[src/rtl/dct_pkg.sv]
`timescale 1ns/1ps
package dct_pkg;
   localparam int NCH = 2;

   typedef enum logic [1:0] {
      CLK_DIV4 = 2'd0,
      CLK_DIV2 = 2'd1,
      CLK_DIV8 = 2'd2,
      CLK_EXT  = 2'd3
   } clk_sel_e;

   localparam int A_CTRL = 0;
   localparam int A_STAT = 1;
   localparam int A_CAP0 = 2;   // channel i high byte at A_CAP0+2i, low at +1

   localparam int CTRL_IE  = 2;
   localparam int CTRL_SEL = 3;
endpackage

[src/rtl/dct_sync.sv]
`timescale 1ns/1ps
module dct_sync #(
   parameter int STAGES = 2
) (
   input  logic clk,
   input  logic rst,
   input  logic d,
   input  logic pol,
   output logic hit
);
   localparam int LAST = STAGES;

   if (STAGES < 2) begin : g_bad_stages
      $error("dct_sync: STAGES must be at least 2");
   end

   logic [LAST:0] pipe;

   for (genvar g = 0; g <= LAST; g++) begin : g_stage
      if (g == 0) begin : g_first
         always_ff @(posedge clk) begin
            if (rst) pipe[g] <= 1'b0;
            else     pipe[g] <= d;
         end
      end else begin : g_next
         always_ff @(posedge clk) begin
            if (rst) pipe[g] <= 1'b0;
            else     pipe[g] <= pipe[g-1];
         end
      end
   end

   always_comb begin
      if (pol) hit = pipe[LAST-1] & ~pipe[LAST];
      else     hit = ~pipe[LAST-1] & pipe[LAST];
   end
endmodule

[src/rtl/dct_timebase.sv]
`timescale 1ns/1ps
module dct_timebase
   import dct_pkg::*;
#(
   parameter int CNT_W  = 16,
   parameter int SYNC_N = 2
) (
   input  logic             clk,
   input  logic             rst,
   input  logic [1:0]       clk_sel,
   input  logic             ext_clk,
   output logic [CNT_W-1:0] count
);
   localparam int MAX_DIV = 8;
   localparam int PRE_W   = $clog2(MAX_DIV);

   if (CNT_W < 2) begin : g_bad_width
      $error("dct_timebase: CNT_W too small");
   end

   logic [PRE_W-1:0] pre;
   logic             tick;
   logic             ext_hit;

   dct_sync #(.STAGES(SYNC_N)) u_ext_sync (
      .clk (clk),
      .rst (rst),
      .d   (ext_clk),
      .pol (1'b1),
      .hit (ext_hit)
   );

   always_ff @(posedge clk) begin
      if (rst) pre <= '0;
      else     pre <= pre + 1'b1;
   end

   always_comb begin
      unique case (clk_sel_e'(clk_sel))
         CLK_DIV4: tick = &pre[1:0];
         CLK_DIV2: tick = pre[0];
         CLK_DIV8: tick = &pre;
         CLK_EXT:  tick = ext_hit;
         default:  tick = 1'b0;
      endcase
   end

   always_ff @(posedge clk) begin
      if (rst)       count <= '0;
      else if (tick) count <= count + 1'b1;
   end

   a_r9_count_step: assert property (@(posedge clk) disable iff (rst)
      (count != $past(count)) |-> (count == $past(count) + CNT_W'(1)));

   a_r10_ext_idle: assert property (@(posedge clk) disable iff (rst)
      (clk_sel == 2'(CLK_EXT) && !ext_hit) |=> $stable(count));
endmodule

[src/rtl/dct_channel.sv]
`timescale 1ns/1ps
module dct_channel #(
   parameter int CNT_W  = 16,
   parameter int SYNC_N = 2
) (
   input  logic             clk,
   input  logic             rst,
   input  logic             pin,
   input  logic             rise_sel,
   input  logic [CNT_W-1:0] count,
   input  logic             stat_rd,
   input  logic             lo_acc,
   output logic             flag,
   output logic [CNT_W-1:0] cap
);
   logic evt;
   logic armed;

   dct_sync #(.STAGES(SYNC_N)) u_pin_sync (
      .clk (clk),
      .rst (rst),
      .d   (pin),
      .pol (rise_sel),
      .hit (evt)
   );

   always_ff @(posedge clk) begin
      if (rst) begin
         cap <= '0;
      end else if (evt) begin
         cap <= count;
      end
   end

   always_ff @(posedge clk) begin
      if (rst) begin
         flag  <= 1'b0;
         armed <= 1'b0;
      end else if (evt) begin
         flag  <= 1'b1;
         armed <= 1'b0;
      end else if (armed && lo_acc) begin
         flag  <= 1'b0;
         armed <= 1'b0;
      end else if (stat_rd && flag) begin
         armed <= 1'b1;
      end
   end

   a_r2_flag_on_capture: assert property (@(posedge clk) disable iff (rst)
      evt |=> flag);

   a_r3_cap_hold: assert property (@(posedge clk) disable iff (rst)
      !evt |=> $stable(cap));

   a_r6_clear_needs_arm: assert property (@(posedge clk) disable iff (rst)
      $fell(flag) |-> $past(armed && lo_acc));
endmodule

[src/rtl/dct_busif.sv]
`timescale 1ns/1ps
module dct_busif
   import dct_pkg::*;
#(
   parameter int CNT_W  = 16,
   parameter int ADDR_W = 3
) (
   input  logic                      clk,
   input  logic                      rst,
   input  logic [ADDR_W-1:0]         addr,
   input  logic                      rd_en,
   input  logic                      wr_en,
   input  logic [7:0]                wdata,
   input  logic [NCH-1:0]            flags,
   input  logic [NCH-1:0][CNT_W-1:0] caps,
   output logic [7:0]                ctrl,
   output logic [7:0]                rdata,
   output logic                      stat_rd,
   output logic [NCH-1:0]            lo_acc
);
   localparam int NREG = A_CAP0 + 2 * NCH;

   if (NREG > (1 << ADDR_W)) begin : g_bad_addr
      $error("dct_busif: ADDR_W too narrow for the register map");
   end
   if (CNT_W < 9 || CNT_W > 16) begin : g_bad_cnt
      $error("dct_busif: CNT_W must lie in 9..16");
   end

   logic [NCH-1:0][7:0] hi_b;
   logic [NCH-1:0][7:0] lo_b;
   logic [NCH-1:0]      hi_sel;
   logic [NCH-1:0]      lo_sel;

   for (genvar g = 0; g < NCH; g++) begin : g_ch
      localparam int HI_A = A_CAP0 + 2 * g;
      localparam int LO_A = HI_A + 1;
      logic [15:0] wide;
      assign wide      = 16'(caps[g]);
      assign hi_b[g]   = wide[15:8];
      assign lo_b[g]   = wide[7:0];
      assign hi_sel[g] = (addr == ADDR_W'(HI_A));
      assign lo_sel[g] = (addr == ADDR_W'(LO_A));
      assign lo_acc[g] = lo_sel[g] && (rd_en || wr_en);
   end

   assign stat_rd = rd_en && (addr == ADDR_W'(A_STAT));

   always_ff @(posedge clk) begin
      if (rst)                                     ctrl <= '0;
      else if (wr_en && addr == ADDR_W'(A_CTRL))   ctrl <= wdata;
   end

   always_comb begin
      rdata = '0;
      if (rd_en) begin
         if (addr == ADDR_W'(A_CTRL)) rdata = ctrl;
         if (addr == ADDR_W'(A_STAT)) rdata = 8'(flags);
         for (int i = 0; i < NCH; i++) begin
            if (hi_sel[i]) rdata = hi_b[i];
            if (lo_sel[i]) rdata = lo_b[i];
         end
      end
   end

   a_r4_ctrl_hold: assert property (@(posedge clk) disable iff (rst)
      !(wr_en && addr == ADDR_W'(A_CTRL)) |=> $stable(ctrl));
endmodule

[src/rtl/dual_capture_timer.sv]
`timescale 1ns/1ps
module dual_capture_timer
   import dct_pkg::*;
#(
   parameter int CNT_W  = 16,
   parameter int ADDR_W = 3,
   parameter int SYNC_N = 2
) (
   input  logic              clk,
   input  logic              rst,
   input  logic [ADDR_W-1:0] bus_addr,
   input  logic              bus_rd,
   input  logic              bus_wr,
   input  logic [7:0]        bus_wdata,
   output logic [7:0]        bus_rdata,
   input  logic [NCH-1:0]    cap_pin,
   input  logic              ext_clk,
   input  logic              irq_mask,
   output logic              irq
);
   logic [7:0]                ctrl;
   logic [CNT_W-1:0]          count;
   logic [NCH-1:0]            flags;
   logic [NCH-1:0][CNT_W-1:0] caps;
   logic                      stat_rd;
   logic [NCH-1:0]            lo_acc;

   dct_busif #(.CNT_W(CNT_W), .ADDR_W(ADDR_W)) u_bus (
      .clk     (clk),
      .rst     (rst),
      .addr    (bus_addr),
      .rd_en   (bus_rd),
      .wr_en   (bus_wr),
      .wdata   (bus_wdata),
      .flags   (flags),
      .caps    (caps),
      .ctrl    (ctrl),
      .rdata   (bus_rdata),
      .stat_rd (stat_rd),
      .lo_acc  (lo_acc)
   );

   dct_timebase #(.CNT_W(CNT_W), .SYNC_N(SYNC_N)) u_time (
      .clk     (clk),
      .rst     (rst),
      .clk_sel (ctrl[CTRL_SEL+1:CTRL_SEL]),
      .ext_clk (ext_clk),
      .count   (count)
   );

   for (genvar g = 0; g < NCH; g++) begin : g_chan
      dct_channel #(.CNT_W(CNT_W), .SYNC_N(SYNC_N)) u_chan (
         .clk      (clk),
         .rst      (rst),
         .pin      (cap_pin[g]),
         .rise_sel (ctrl[g]),
         .count    (count),
         .stat_rd  (stat_rd),
         .lo_acc   (lo_acc[g]),
         .flag     (flags[g]),
         .cap      (caps[g])
      );
   end

   assign irq = ctrl[CTRL_IE] & (|flags) & ~irq_mask;
endmodule

[config.mk]
export PLATFORM = sky130hd
export DESIGN_NAME = dual_capture_timer
export DESIGN_NICKNAME = d
export VERILOG_FILES = /design/src/rtl/dct_pkg.sv /design/src/rtl/dct_sync.sv /design/src/rtl/dct_timebase.sv /design/src/rtl/dct_channel.sv /design/src/rtl/dct_busif.sv /design/src/rtl/dual_capture_timer.sv
export SDC_FILE = /design/constraint.sdc
export NUM_CORES = 1
export LEC_CHECK = 0
export CORE_MARGIN = 5
export CORE_UTILIZATION = 60
export CTS_BUF_LIST = sky130_fd_sc_hd__clkbuf_8
export CTS_CLUSTER_DIAMETER = 60
export DETAILED_ROUTE_END_ITERATION = 8
export MAX_ROUTING_LAYER = met4
export PLACE_DENSITY = 0.82
export SYNTH_ARGS = -nofsm -noshare
export SYNTH_HDL_FRONTEND = slang
export SYNTH_SLANG_ARGS = --single-unit
[constraint.sdc]
create_clock -name clk -period 2.83 [get_ports clk]
set_clock_uncertainty 0.2 [all_clocks]
set_input_delay 0.283 -clock clk [delete_from_list [all_inputs] [get_ports clk]]
set_output_delay 0.283 -clock clk [all_outputs]
set_load 0.01 [all_outputs]
== Yosys cells after proc, flatten, opt, wreduce, memory -nomap -nowiden ==
Index checks and enable logic that the tools add are counted.

* Word-level logic and storage cells: 73
* Register bits after elaboration: 72
* Input bits: 19
* Output and inout port bits: 9

* Reductions and logical operators: 18
* Add/sub/neg operators: 2
* Eq/ne operators: 8
* Bitwise gates (word level): 13
* Mux-type cells: 14

{| class="wikitable"
|+ Operators by type and width
! kind !! count
|-
| $mux 8 || 7
|-
| $add 16x1->16 const B || 1
|-
| $logic_and 1x1->1 || 8
|-
| $and 1x1->1 || 7
|-
| $eq 3x2->1 const B || 2
|-
| $eq 3x3->1 const B || 2
|-
| $mux 1 || 6
|-
| $not 1->1 || 6
|-
| $reduce_or 3->1 || 2
|-
| $eq 2x2->1 const B || 2
|-
| $pmux 1 s4 || 1
|-
| $reduce_bool 2->1 || 2
|-
| $add 3x1->3 const B || 1
|-
| $eq 3x1->1 const B || 1
|-
| $logic_not 3->1 || 1
|-
| $reduce_and 3->1 || 1
|-
| $eq 2x1->1 const B || 1
|-
| $logic_not 2->1 || 1
|-
| $reduce_and 2->1 || 1
|-
| $reduce_or 2->1 || 1
|-
| $logic_or 1x1->1 || 1
|}

== Depth between registers and ports, before layout ==
* Word-level depth: 8
* Depth in mapped cells: 7
* Mapped depth without buffers: 6

== Hierarchy ==
A second synthesis with hierarchy kept.

* Cells, all modules: 349
* Area, all modules: 3320.7 sq um

{| class="wikitable"
|+ By module, submodules not included
! module !! instances !! area each (sq um) !! cells an instance !! sequential area each (sq um)
|-
| dct_channel || 2 || 665.6 || 59 || 360.3
|-
| dct_timebase || 1 || 885.8 || 93 || 380.4
|-
| dct_busif || 1 || 783.3 || 109 || 160.2
|-
| dct_sync || 3 || 101.3 || 9 || 60.1
|-
| dual_capture_timer || 1 || 16.3 || 2 || 0.0
|}

== Worst setup path after synthesis ==
Ideal clock, no wire load.

* Path kind: reg-to-reg
* Start: register u_time.pre[0]
* End: register u_time.count[10]
* Clock period less this slack: 2292 ps
* Setup time: 123 ps
* Slack: 538 ps
* Path buffers: 1
* Arrival: 1968 ps
* Stages on the path, launching flop included: 8
* Cell sequence: dfxtp_1 > ha_1 > ha_1 > clkinvlp_2 > mux4_2 > buf_6 > nor3_1 > mux2_1

* Cells in the longest elaborated chain, start to end: 2
* Elaborated cells between the ends (all ways): 3

{| class="wikitable"
|+ Ends and longest elaborated chain
! item !! line !! source
|-
| start: declaration || dct_timebase.sv:21 || <nowiki>logic [PRE_W-1:0] pre;</nowiki>
|-
| start signal: assignment || dct_timebase.sv:35 || <nowiki>else pre <= pre + 1'b1;</nowiki>
|-
| $reduce_and 3->1 or $reduce_and 2->1 (tied branches) || dct_timebase.sv:42, dct_timebase.sv:40 ||
|-
| $pmux 1 s4 * || dct_timebase.sv:39 || <nowiki>unique case (clk_sel_e'(clk_sel))</nowiki>
|-
| end signal: assignment || dct_timebase.sv:50 || <nowiki>else if (tick) count <= count + 1'b1;</nowiki>
|-
| end: declaration || dct_timebase.sv:12 || <nowiki>output logic [CNT_W-1:0] count</nowiki>
|}

Mark *: on every way between the ends. The rest lies on a longest branch, timed or not.
A chain may end at the register's enable or synchronous reset.

== Worst setup path after layout ==
* Start: input bus_addr[1]
* End: output bus_rdata[2]

* Cells in the longest elaborated chain, start to end: 8
* Elaborated cells between the ends (all ways): 13

{| class="wikitable"
|+ Ends and longest elaborated chain
! item !! line !! source
|-
| start: declaration || dual_capture_timer.sv:11 || <nowiki>input logic [ADDR_W-1:0] bus_addr,</nowiki>
|-
| $logic_not 3->1 || dct_busif.sv:57 || <nowiki>if (addr == ADDR_W'(A_CTRL)) rdata = ctrl;</nowiki>
|-
| $mux 8 || dct_busif.sv:57 ||
|-
| $mux 8 || dct_busif.sv:58 || <nowiki>if (addr == ADDR_W'(A_STAT)) rdata = 8'(flags);</nowiki>
|-
| $mux 8 || dct_busif.sv:60 || <nowiki>if (hi_sel[i]) rdata = hi_b[i];</nowiki>
|-
| $mux 8 || dct_busif.sv:61 || <nowiki>if (lo_sel[i]) rdata = lo_b[i];</nowiki>
|-
| $mux 8 || dct_busif.sv:60 ||
|-
| $mux 8 * || dct_busif.sv:61 ||
|-
| $mux 8 * || dct_busif.sv:56 || <nowiki>if (rd_en) begin</nowiki>
|-
| end: declaration || dual_capture_timer.sv:15 || <nowiki>output logic [7:0] bus_rdata,</nowiki>
|}

Marks and branches as above.

==> results.cfg <==
[outcome]
status = finished, final reports clean

[clocking]
cts-buffers-inserted = 9
root_buffer = clkbuf_8
cts_tree = done
htree_levels = 3
clockBufferDepth = 2
clock_latency_ns = 0.35
clock_sinks = 72
postCtsHoldBufs = 0
post_cts_buffers = 0
postCtsResizedCells = 0
cts.clk_slew.worst_paths_ns = 0.07

[critical_path]
cp_top_family = buffers and inverters
end_kind = output port
crit_slowest_cell = clkdlybuf4s50_1
critPathRequiredTime_ns = 2.35
crit_type = input pin to output port
timing.rr.end = u_time.count[12]
cp_max_fo = 13
crit_chain = clkdlybuf4s50_1, buf_12, and2_1, nand2_1, a21oi_1, o21a_1, clkdlybuf4s50_1
cp_num_buf_inv = 3
r2r_slack_ns = 0.30
worstRegToRegCells = 6
worstPathArrival_ns = 2.26
path_common_cell = clkdlybuf4s50_1
r2r-start = u_time.pre[0]
cpPeakStageDelay_ns = 0.54
start_kind = input pin

[grt]
antenna_found_initial = 0
grt_pass1_wl_mm = 12.10
gr-total-overflow = 0
grt_pass1_vias = 2607
grt_max_degree = 36
track_usage_pct = 22.35

[synth]
yosys_warnings = 0
ys_seq_area_share_pct = 44.32
syn_area_mm2 = 0.003252
synth-edff-count = 0
synth_top_area_share_pct = 44.32
yosysTopAreaCell = dfxtp_1
synth_common_cells = 72 x dfxtp_1, 46 x mux2i_1, 44 x nor2_1
synthTopCellsByArea = dfxtp_1 44%, mux2i_1 14%, nor2_1 5.1%
ys_types = 43
syn_area_per_cell_um2 = 9.238
ys_async_sr_fraction_pct = 0
yosysMostFrequentCell = dfxtp_1
synth_nets = 374
synth_seq_cells = 72
synth_cells = 352
synth_top_flop_cell = dfxtp_1

[routing]
vias = 2616
ant_nets = 0
wl_mm = 7.216
remaining_drc_errors = 0
wl_per_cell_um = 16.00
drt-initial-drc-count = 252
first_pass_iters = 6
vias_per_cell = 5.800

[timing]
tns_ns = 0
period_needed_ns = 2.743
drv_slew = 0
hold_violations = 0
tightestPinTransition_ns = 1.194
fmax_mhz = 364.6
grt_setup_unrepaired = false
fin_crit_sh_pct = 96.91
setup_viol = 0
slew_headroom_pct = 20.39

[hold_path]
min_from = rst
hold_class = input pin to flop
holdPathEnd = u_time.pre[0]
holdPathStages = 2

[placement]
dp_hpwl_mm = 4.772
place.gp.congestion = 0.8160
port_buffers = 27
dp.cells = 435

[floorplanning]
core-area_mm2 = 0.005172
rows = 26
die_w_um = 83.62
top_level_ports = 28
die_h_um = 83.62
die_area_mm2 = 0.006992
initial_core_util_pct = 62.87

[layout]
multi_input_area_mm2 = 0.001649
drive_gt1_share_pct = 11.29
fillers = 382
n_antenna_cell = 0
area_growth_pct = 15.97
register_area_mm2 = 0.001441
layout.cells.non_filler = 451
final_nets = 398

[power]
powerDensity_mw_per_mm2 = 544.5
p_leak_nw = 1.417
vdd_ir_drop_max_uv = 322.3

[run]
drv_cap = 0
metal layers:
layer  GRT usage [%]  wire length, µm
met5               -                0
met4           10.38              206
met3           7.404              559
met2           34.63             3515
met1           26.24             2935
registers in the layout (all words and copies together) (netlist names):
| register | flops |
|---|---|
| g_chan.u_chan.flag | 2 |
| u_bus.ctrl | 8 |
| u_time.u_ext_sync.pipe | 3 |
| u_time.pre | 3 |
| g_chan.u_chan.armed | 2 |
| u_time.count | 16 |
| g_chan.u_chan.u_pin_sync.pipe | 6 |
| g_chan.u_chan.cap | 32 |
through the flow:
stage	utilization (%)	worst slack [ns]	total power [mW]	area (µm²)	hold WS (ns)
2_1_floorplan	-	0.5385	1.139	3252	0.2112
3_3_place_gp	68.65	0.1242	1.182	3551	0.2217
3_5_place_dp	68.65	0.1026	1.185	3551	0.2248
4_1_cts	72.91	0.09164	2.066	3771	0.2243
5_1_grt	72.91	0.004656	2.134	3771	0.2578
6_report	72.91	0.08746	2.053	3771	0.2252
worst register-to-register path: cells and delay by family, from the launching register on:
family,cells,cell delay (ns)
AOI/OAI and AO/OA,1,0.15
adders and majority gates,2,0.39
buffers and inverters,1,0.09
DFF,1,0.37
muxes,1,0.69
and+or+nand+nor,1,0.58
worst max path at each step:
stage                                   to  slack, ns  depth (start not counted)           from
after floorplan           u_time.count[10]       0.54                          7  u_time.pre[0]
after global placement        bus_rdata[1]       0.12                          7    bus_addr[1]
after global routing          bus_rdata[2]      0.005                          7    bus_addr[1]
final                         bus_rdata[2]       0.09                          7    bus_addr[1]
after detailed placement      bus_rdata[2]       0.10                          7    bus_addr[1]
after CTS                     bus_rdata[2]       0.09                          7    bus_addr[1]
cell families after synthesis:
family                     share of synthesized area [%]
buffers and inverters                              5.194
and+or+nand+nor                                    21.43
DFF                                                44.32
muxes                                              17.39
adders and majority gates                          1.154
xor gates and xnor gates                          0.2694
AOI/OAI and AO/OA                                  10.23
final cells by class:
type | instances | area share [%]
clock buffers | 10 | 3.650
clock inverters | 6 | 2.190
inverters | 9 | 0.9290
multi-input cells | 249 | 43.73
flip-flops and latches | 72 | 38.22
well taps | 70 | 2.322
repair buffers | 35 | 8.958
cell usage in the layout, fill, tap and decap left out, drive strengths merged, types with 3 or more instances in the layout:
master / n
a21oi: 32
and2: 3
and3: 3
buf: 9
clkbuf: 10
clkdlybuf4s50: 26
clkinv: 3
dfxtp: 72
ha: 3
inv: 8
mux2i: 46
mux4: 4
nand2: 30
nand2b: 3
nand3: 7
nor2: 44
nor2b: 14
nor3: 3
o21a: 6
o21ai: 6
o31ai: 10
or2: 6
or3: 5
or4: 8
power by group:
part	internal, mW	switching [mW]	total, mW
registers	1.03	0.0105	1.04
clock network	0.515	0.374	0.890
logic	0.0607	0.0664	0.127
Note: power is estimated with default switching activity, not from simulation.
